## src/rtl/bp_pkg.sv

```systemverilog
package bp_pkg;

    localparam int unsigned BP_ELEMS    = 32;
    localparam int unsigned BP_LOGM_MAX = 8;
    localparam int unsigned BP_KEEP_MAX = 8;

    typedef enum logic [1:0] {
        ST_IDLE  = 2'd0,
        ST_ACCUM = 2'd1,
        ST_PICK  = 2'd2
    } bp_state_e;

    // +1 when the matrix sign agrees with the measurement sign, -1 otherwise
    function automatic logic signed [1:0] sign_vote(input logic row_bit, input logic meas_bit);
        return (row_bit ~^ meas_bit) ? 2'sd1 : -2'sd1;
    endfunction

endpackage

```

## src/rtl/bp_accum_bank.sv

```systemverilog
module bp_accum_bank
    import bp_pkg::*;
#(
    parameter int unsigned ELEMS = 32,
    parameter int unsigned ACC_W = 10
) (
    input  logic                        clk,
    input  logic                        rst,
    input  logic                        clr,
    input  logic                        en,
    input  logic                        meas_bit,
    input  logic [ELEMS-1:0]            row_bits,
    output logic [ELEMS-1:0][ACC_W-1:0] acc
);

    for (genvar gi = 0; gi < ELEMS; gi++) begin : g_elem
        logic signed [1:0]  vote;
        logic [ACC_W-1:0]   sum_q;

        assign vote = sign_vote(row_bits[gi], meas_bit);

        always_ff @(posedge clk) begin
            if (rst || clr) begin
                sum_q <= '0;
            end else if (en) begin
                sum_q <= sum_q + {{(ACC_W-2){vote[1]}}, vote};
            end
        end

        assign acc[gi] = sum_q;
    end

endmodule

```

## src/rtl/bp_peak_pick.sv

```systemverilog
module bp_peak_pick #(
    parameter int unsigned ELEMS = 32,
    parameter int unsigned ACC_W = 10,
    parameter int unsigned IDX_W = 5
) (
    input  logic [ELEMS-1:0][ACC_W-1:0] acc,
    input  logic [ELEMS-1:0]            taken,
    output logic [IDX_W-1:0]            best_idx,
    output logic                        found
);

    logic [ACC_W-1:0] best_mag;
    logic [ACC_W-1:0] mag;

    // ascending scan with strict compare keeps the lower index on ties
    always_comb begin
        best_mag = '0;
        best_idx = '0;
        found    = 1'b0;
        mag      = '0;
        for (int i = 0; i < ELEMS; i++) begin
            mag = acc[i][ACC_W-1] ? (~acc[i] + 1'b1) : acc[i];
            if (!taken[i] && (!found || (mag > best_mag))) begin
                found    = 1'b1;
                best_mag = mag;
                best_idx = IDX_W'(i);
            end
        end
    end

endmodule

```

## src/rtl/bp_backproj.sv

```systemverilog
module bp_backproj
    import bp_pkg::*;
#(
    parameter int unsigned ELEMS    = BP_ELEMS,
    parameter int unsigned LOGM_MAX = BP_LOGM_MAX,
    parameter int unsigned KEEP_MAX = BP_KEEP_MAX
) (
    input  logic                            clk,
    input  logic                            rst,
    input  logic                            start,
    input  logic [$clog2(LOGM_MAX+1)-1:0]   log2m,
    input  logic [$clog2(KEEP_MAX+1)-1:0]   s_keep,
    input  logic                            meas_valid,
    input  logic                            meas_bit,
    input  logic [ELEMS-1:0]                row_bits,
    output logic                            out_valid,
    output logic [$clog2(ELEMS)-1:0]        out_index,
    output logic [LOGM_MAX+1:0]             out_value,
    output logic                            done
);

    localparam int unsigned ACC_W  = LOGM_MAX + 2;
    localparam int unsigned IDX_W  = $clog2(ELEMS);
    localparam int unsigned LOGM_W = $clog2(LOGM_MAX + 1);
    localparam int unsigned KEEP_W = $clog2(KEEP_MAX + 1);
    localparam int unsigned CNT_W  = LOGM_MAX + 1;

    bp_state_e                  state;
    logic [LOGM_W-1:0]          logm_q;
    logic [KEEP_W-1:0]          keep_q;
    logic [KEEP_W-1:0]          pass_q;
    logic [CNT_W-1:0]           meas_cnt;
    logic [CNT_W-1:0]           last_cnt;
    logic [ELEMS-1:0]           taken;
    logic                       take_meas;
    logic [ELEMS-1:0][ACC_W-1:0] acc;
    logic [IDX_W-1:0]           best_idx;
    logic                       found;
    logic [LOGM_W-1:0]          shamt;
    logic [ACC_W-1:0]           scaled;

    assign take_meas = (state == ST_ACCUM) && meas_valid && !start;
    assign last_cnt  = (CNT_W'(1) << logm_q) - CNT_W'(1);
    assign shamt     = LOGM_W'(LOGM_MAX) - logm_q;
    assign scaled    = acc[best_idx] << shamt;

    bp_accum_bank #(
        .ELEMS (ELEMS),
        .ACC_W (ACC_W)
    ) u_bank (
        .clk      (clk),
        .rst      (rst),
        .clr      (start),
        .en       (take_meas),
        .meas_bit (meas_bit),
        .row_bits (row_bits),
        .acc      (acc)
    );

    bp_peak_pick #(
        .ELEMS (ELEMS),
        .ACC_W (ACC_W),
        .IDX_W (IDX_W)
    ) u_pick (
        .acc      (acc),
        .taken    (taken),
        .best_idx (best_idx),
        .found    (found)
    );

    always_ff @(posedge clk) begin
        if (rst) begin
            state     <= ST_IDLE;
            logm_q    <= '0;
            keep_q    <= '0;
            pass_q    <= '0;
            meas_cnt  <= '0;
            taken     <= '0;
            out_valid <= 1'b0;
            out_index <= '0;
            out_value <= '0;
            done      <= 1'b0;
        end else begin
            out_valid <= 1'b0;
            if (start) begin
                state    <= ST_ACCUM;
                logm_q   <= log2m;
                keep_q   <= s_keep;
                pass_q   <= '0;
                meas_cnt <= '0;
                taken    <= '0;
                done     <= 1'b0;
            end else begin
                case (state)
                    ST_ACCUM: begin
                        if (meas_valid) begin
                            meas_cnt <= meas_cnt + 1'b1;
                            if (meas_cnt == last_cnt) begin
                                state <= ST_PICK;
                            end
                        end
                    end
                    ST_PICK: begin
                        if ((pass_q == keep_q) || !found) begin
                            done  <= 1'b1;
                            state <= ST_IDLE;
                        end else begin
                            out_valid       <= 1'b1;
                            out_index       <= best_idx;
                            out_value       <= scaled;
                            taken[best_idx] <= 1'b1;
                            pass_q          <= pass_q + 1'b1;
                        end
                    end
                    default: ;
                endcase
            end
        end
    end

endmodule

```

## config.mk

```make
export PLATFORM = sky130hd
export DESIGN_NAME = bp_backproj
export DESIGN_NICKNAME = d
export VERILOG_FILES = /design/src/rtl/bp_pkg.sv /design/src/rtl/bp_accum_bank.sv /design/src/rtl/bp_peak_pick.sv /design/src/rtl/bp_backproj.sv
export SDC_FILE = /design/constraint.sdc
export NUM_CORES = 2
export LEC_CHECK = 0
export ABC_AREA = 1
export BUFFER_PORTS_ARGS = -buffer_cell sky130_fd_sc_hd__buf_2
export CORE_ASPECT_RATIO = 1.5
export CORE_UTILIZATION = 45
export CTS_CLUSTER_DIAMETER = 150
export DETAILED_ROUTE_END_ITERATION = 8
export GPL_TIMING_DRIVEN = 0
export SYNTH_ARGS = -nofsm -noshare
export SYNTH_HDL_FRONTEND = slang
export SYNTH_SLANG_ARGS = --single-unit
```

## constraint.sdc

```tcl
create_clock -name clk -period 66.2 [get_ports clk]
set_clock_uncertainty 0.1 [all_clocks]
set_input_delay 16.55 -clock clk [delete_from_list [all_inputs] [get_ports clk]]
set_output_delay 16.55 -clock clk [all_outputs]
set_load 0.1 [all_outputs]
```

Word-level counts from Yosys, hierarchy flattened
Index checks and enable logic that the tools add are counted.
{"block": "totals", "register_bits": 392, "word_cells": 532, "output_inout_bits": 17, "in_bits": 45}
{"block": "op_classes", "order_cmp": 33, "n_eq_ne": 10, "reduce_logical": 140, "muxes": 168, "n_shift": 2, "n_addsub": 68, "bitwise": 68}
{"operator": "$mux W10", "count": 64}
{"operator": "$add A10 B1 Y10 const B", "count": 32}
{"operator": "$add A10 B10 Y10", "count": 32}
{"operator": "$not A10 Y10", "count": 32}
{"operator": "$gt A10 B10 Y1", "count": 31}
{"operator": "$mux W5", "count": 16}
{"operator": "$mux W2", "count": 37}
{"operator": "$logic_not A1 Y1", "count": 63}
{"operator": "$bmux W10 S5", "count": 1}
{"operator": "$mux W1", "count": 36}
{"operator": "$logic_and A1 B1 Y1", "count": 34}
{"operator": "$logic_or A1 B1 Y1", "count": 33}
{"operator": "$mux W4", "count": 8}
{"operator": "$or A32 B32 Y32", "count": 1}
{"operator": "$xnor A1 B1 Y1", "count": 32}
{"operator": "$mux W3", "count": 4}
{"operator": "$shl A10 B4 Y10", "count": 1}
{"operator": "$add A9 B1 Y9 const B", "count": 1}
{"operator": "$eq A9 B9 Y1", "count": 1}
{"operator": "$shl A1 B4 Y9 const A", "count": 1}
{"operator": "$sub A9 B2 Y9 const B", "count": 1}
{"operator": "$reduce_and A4 Y1", "count": 2}
{"operator": "$lt A5 B6 Y1 const B", "count": 1}
{"operator": "$ne A3 B3 Y1 const B", "count": 2}
{"operator": "other kinds (18)", "count": 23}

Logic depth before layout (Yosys ltp)
{"block": "logic_depth", "depth_word": 133, "depth_mapped": 443}

By module
A second synthesis with hierarchy kept.
{"block": "hier_totals", "hier_cells": 8869, "area_unflattened_um2": 52062.4}
{"mod": "bp_accum_bank", "area_per_inst_um2": 26075.0, "seq_area_each_um2": 6406.1, "instances": 1, "cells_each": 4476}
{"mod": "bp_peak_pick", "area_per_inst_um2": 19396.1, "seq_area_each_um2": 0.0, "instances": 1, "cells_each": 3162}
{"mod": "bp_backproj", "area_per_inst_um2": 6591.3, "seq_area_each_um2": 1441.4, "instances": 1, "cells_each": 1231}

Least setup slack after synthesis
OpenSTA, ideal clock, no wires.
{"block": "synth_path", "kind": "flip-flop to flip-flop", "from": "register u_bank.g_elem[0].sum_q[0]", "to": "register out_value[7]", "setup_time_ns": 0.132, "synth_period_minus_slack_ns": 50.409, "arrival_time_ns": 50.176, "slack_ns": 15.791, "stages_incl_launch_ff": 421, "path_buffers": 47, "cell_sequence": "dfxtp_1 inv_1 ha_1 inv_1 nor3_1 nand3_1 nand2_1 nand2_1 nand2_1 nand3_1 ha_1 nand2_1 nor2_1 nand3_1 nand3_1 nand2_1 nand2_2 nand2_2 [385 not listed] a2111oi_0 a32o_1 o21ai_2 nand2_1 nand2_2 nor3_1 inv_1 nor2_1 inv_1 nor2_1 clkbuf_1 o21ai_0 o2111ai_1 nand3_1 nand3_1 nand3_1 nand3_1 a21oi_1"}
{"block": "synth_via", "elab_chain_cells": 132, "elab_cells_between_ends": 226, "cone_classes": "add/sub: 1; order compare: 31; shift: 1; mux: 96; bitwise: 2; reduce/logical: 95"}
{"element": "start: declaration", "line_no": "bp_accum_bank.sv:18", "text": "logic [ACC_W-1:0] sum_q;"}
{"element": "start signal: assignment", "line_no": "bp_accum_bank.sv:26", "text": "sum_q <= sum_q + {{(ACC_W-2){vote[1]}}, vote};"}
{"element": "branches (longest 132 deep; another with $add A10 B1 Y10)"}
{"element": "end signal: assignment", "line_no": "bp_backproj.sv:110", "text": "out_value <= scaled;"}
{"element": "end: declaration", "line_no": "bp_backproj.sv:18", "text": "output logic [LOGM_MAX+1:0] out_value,"}
Several ways; the timed one is not identified. The select of a mux whose other input is x is not followed.
A chain may end at the register's enable or synchronous reset.

Worst setup path in the final report
{"block": "layout_path", "from": "register u_bank.g_elem[0].sum_q[0]", "to": "register out_value[6]"}
Same word-level chain as after synthesis.

==> impl_metrics.csv <==
group,metric,value,unit
outcome,run_status,"finished with violations",
outcome,failed_checks,"DRC, capacitance limit, slew limit",
logic_synthesis,async_flop_share,0,%
critical_path,r2r_start,"u_bank.g_elem[0].sum_q[0]$_SDFFE_PP0P_",
critical_path,required,66680,ps
layout,final_nets,7647,
routing,first_pass_iters,9,
logic_synthesis,syn_avg_cell_area,6.59,µm²
clock_network,cts_tree,"built",
die,initial_utilization,45.6,%
logic_synthesis,syn_area,0.0451,mm²
routing,drt_wl_total,193,mm
global_routing,grt_antenna_before_repair,7,
global_routing,track_usage,37.1,%
timing,worstMarginPinSlew,1630,ps
routing,routed_via_density,5.80,
logic_synthesis,ys_warn_count,0,
timing,period_needed,61300,ps
logic_synthesis,ys_seq_area_share,17.4,%
critical_path,reg2reg_to,"out_value[6]$_SDFFE_PP0P_",
logic_synthesis,ys_ff_latch,392,
routing,wl_per_cell,23.2,µm
min_path,min_path_type,"reg -> reg",
critical_path,worstPathMaxFanout,12,
die,io_pins,62,
clock_network,cts_made_buffers,49,
critical_path,criticalPathCategory,"reg -> reg",
logic_synthesis,synth_nets,7523,
layout,final_cell_mix,"1,078 x nand2_1, 992 x inv_1, 788 x a21oi_1",
critical_path,startpoint_type,"register",
timing,finalMaxSlewViolations,44,
timing,setup_viol,0,
placement,port_buffers,59,
routing,dr.first_iter.drc_count,3974,
critical_path,arrival,61790,ps
timing,min_period_over_period,92.6,%
min_path,hold_end,"taken[31]$_SDFFE_PP0P_",
clock_network,clock_sink_count,392,
die,core_region_area,0.0990,mm²
clock_network,path_clk_slew,70,ps
layout,layout-drive-gt1-share,7.71,%
die,fp.dieH,390,µm
die,rows,141,
logic_synthesis,synth_cells,6839,
critical_path,rrSetupSlack,4900,ps
timing,hold_viol,0,
global_routing,grt_max_degree,14,
layout,synthToLayoutAreaGrowth,9.24,%
routing,drc,28,
logic_synthesis,synth_cell_type_count,56,
logic_synthesis,ys.flop_type,"dfxtp_1",
critical_path,cp_slowest_cell,"o41ai_1",
die,die_area,0.102,mm²
min_path,min_from,"taken[31]$_SDFFE_PP0P_",
routing,ant_nets,0,
placement,place_congestion,1.04,
clock_network,clock_tree.root_cell,"clkbuf_16",
run,maxCapViolCount,4,
critical_path,critPathCaptureType,"register",
placement,dp_hpwl,151,mm
critical_path,reg2regPathDepth,416,
global_routing,grt_pass1_wl,280,mm
layout,final_common_cell,"nand2_1",
critical_path,critPathMaxStageDelay,820,ps
min_path,whs_path_depth,2,
die,die_w,260,µm
timing,max_freq,16.3,MHz
clock_network,clockBufferDepth,3,
logic_synthesis,synth_edf_count,0,
global_routing,grt_pass1_vias,45590,
clock_network,worstSkewPairLatency,670,ps
routing,route.vias.total,48077,
critical_path,cp_common_cell,"nand2_1",
clock_network,cts_max_level,2,
global_routing,gr-total-overflow,0,
timing,setup_tns,0,ps
timing,relSlewSlack,-8.61,%
metrics by stage:
stage,setup slack [ps],util [%],cells,cell area (µm²),hold WS (ps)
after floorplan,15790,-,6839,45100,337
after global placement,266,47.5,8185,47000,356
after detailed placement,-131,47.6,8188,47100,363
after CTS,1.34,49.2,8280,48700,377
after global routing,-57.5,49.8,8291,49300,397
final,4900,49.8,8293,49300,376
critical path, delay by kind of cell, from the launching register on:
| kind | cells | cell delay, ps |
|---|---|---|
| simple gates | 174 | 17960 |
| compound gates | 134 | 21020 |
| buf+inv | 76 | 12090 |
| fa+ha+maj | 32 | 9470 |
| flops | 1 | 330 |
sequential cells by signal, summed over array words and instances, names as in the netlist:
register / flops
done: 1
keep_q: 4
logm_q: 4
meas_cnt: 9
out_index: 5
out_valid: 1
out_value: 10
pass_q: 4
state: 2
taken: 32
u_bank.g_elem.sum_q: 320
area by class of cell:
type	instances	area (µm²)
antenna	2	5.00
buffer	246	1270
clock buffer	60	1370
clock inverter	32	305
fill	10370	49700
inverter	1020	3860
multi-input combinational	5179	32600
sequential	392	7850
tap	1287	1610
timing repair buffer	75	448
logic make-up (layout without fill, tap and decap cells):
logic type	Yosys count	count (layout)	synth area share [%]
simple gates	2316	2316	22.6
xor+xnor	476	476	9.24
other cells	0	2	0
compound gates	1748	1748	21.5
flops	392	392	17.4
fa+ha+maj	639	639	18.3
buf+inv	1268	1433	11.1
synth_stat cells (3+ instances only):
cell	count	area, µm²
o21ai_1	29	145
nand2_1	1084	4070
o221ai_1	4	35.0
a21o_1	6	45.0
o21a_1	22	165
dfxtp_1	392	7850
o22ai_1	51	319
buf_4	22	165
a32o_1	10	100
a21boi_0	3	22.5
buf_6	5	56.3
nand4_2	5	62.6
o2111ai_1	38	333
buf_1	16	60.1
a221oi_1	7	61.3
a31oi_1	36	225
o21bai_1	7	52.6
nor3_1	93	465
a211oi_1	37	278
clkinv_1	8	30.0
o211ai_1	32	240
o21ai_2	38	333
or2_2	116	726
and2_1	45	282
xor2_1	401	3510
nor4_1	30	188
o21ai_0	571	2860
nand4_1	60	375
a2111oi_0	6	52.6
a21oi_1	792	3960
nor2_1	421	1580
ha_1	607	7590
nor2_2	14	87.6
buf_2	50	250
clkbuf_1	150	563
nand2_2	7	43.8
fa_1	32	641
xnor2_1	75	657
inv_2	12	45.0
nand3_1	431	2160
o31ai_1	47	353
o41ai_1	12	105
inv_1	998	3750
layer usage:
metal  GRT usage [%]  up-vias  part of all wire (%)  routed length, µm
li1                -    23193                     -                  -
met1            41.6    22159                    37              71800
met2            61.4     1980                    45              87200
met3            7.15      737                   8.2              15700
met4            28.8        8                   9.3              17800
met5               0        -                 0.032                 61
timing repair:
action	in CTS	in global routing
pin swaps	0	11
gates resized for setup	1	193
hold buffers	0	0
endpoints found under the setup margin	9	47
setup buffers	0	13
how the worst max path moves through the flow:
stage / from / end / slack (ps) / cells past startpoint
after floorplan: u_bank.g_elem[0].sum_q[0]$_SDFFE_PP0P_ / out_value[7]$_SDFFE_PP0P_ / 15790 / 420
after global placement: u_bank.g_elem[1].sum_q[0]$_SDFFE_PP0P_ / out_value[9]$_SDFFE_PP0P_ / 270 / 410
after detailed placement: u_bank.g_elem[0].sum_q[0]$_SDFFE_PP0P_ / out_value[5]$_SDFFE_PP0P_ / -130 / 410
after CTS: u_bank.g_elem[1].sum_q[0]$_SDFFE_PP0P_ / out_value[6]$_SDFFE_PP0P_ / 1 / 407
after global routing: u_bank.g_elem[0].sum_q[1]$_SDFFE_PP0P_ / out_value[6]$_SDFFE_PP0P_ / -60 / 429
final: u_bank.g_elem[0].sum_q[0]$_SDFFE_PP0P_ / out_value[6]$_SDFFE_PP0P_ / 4900 / 416
Power is left out: the tool's default activity adds up to more than one toggle a clock period on the data nets, which glitch-free logic cannot reach.
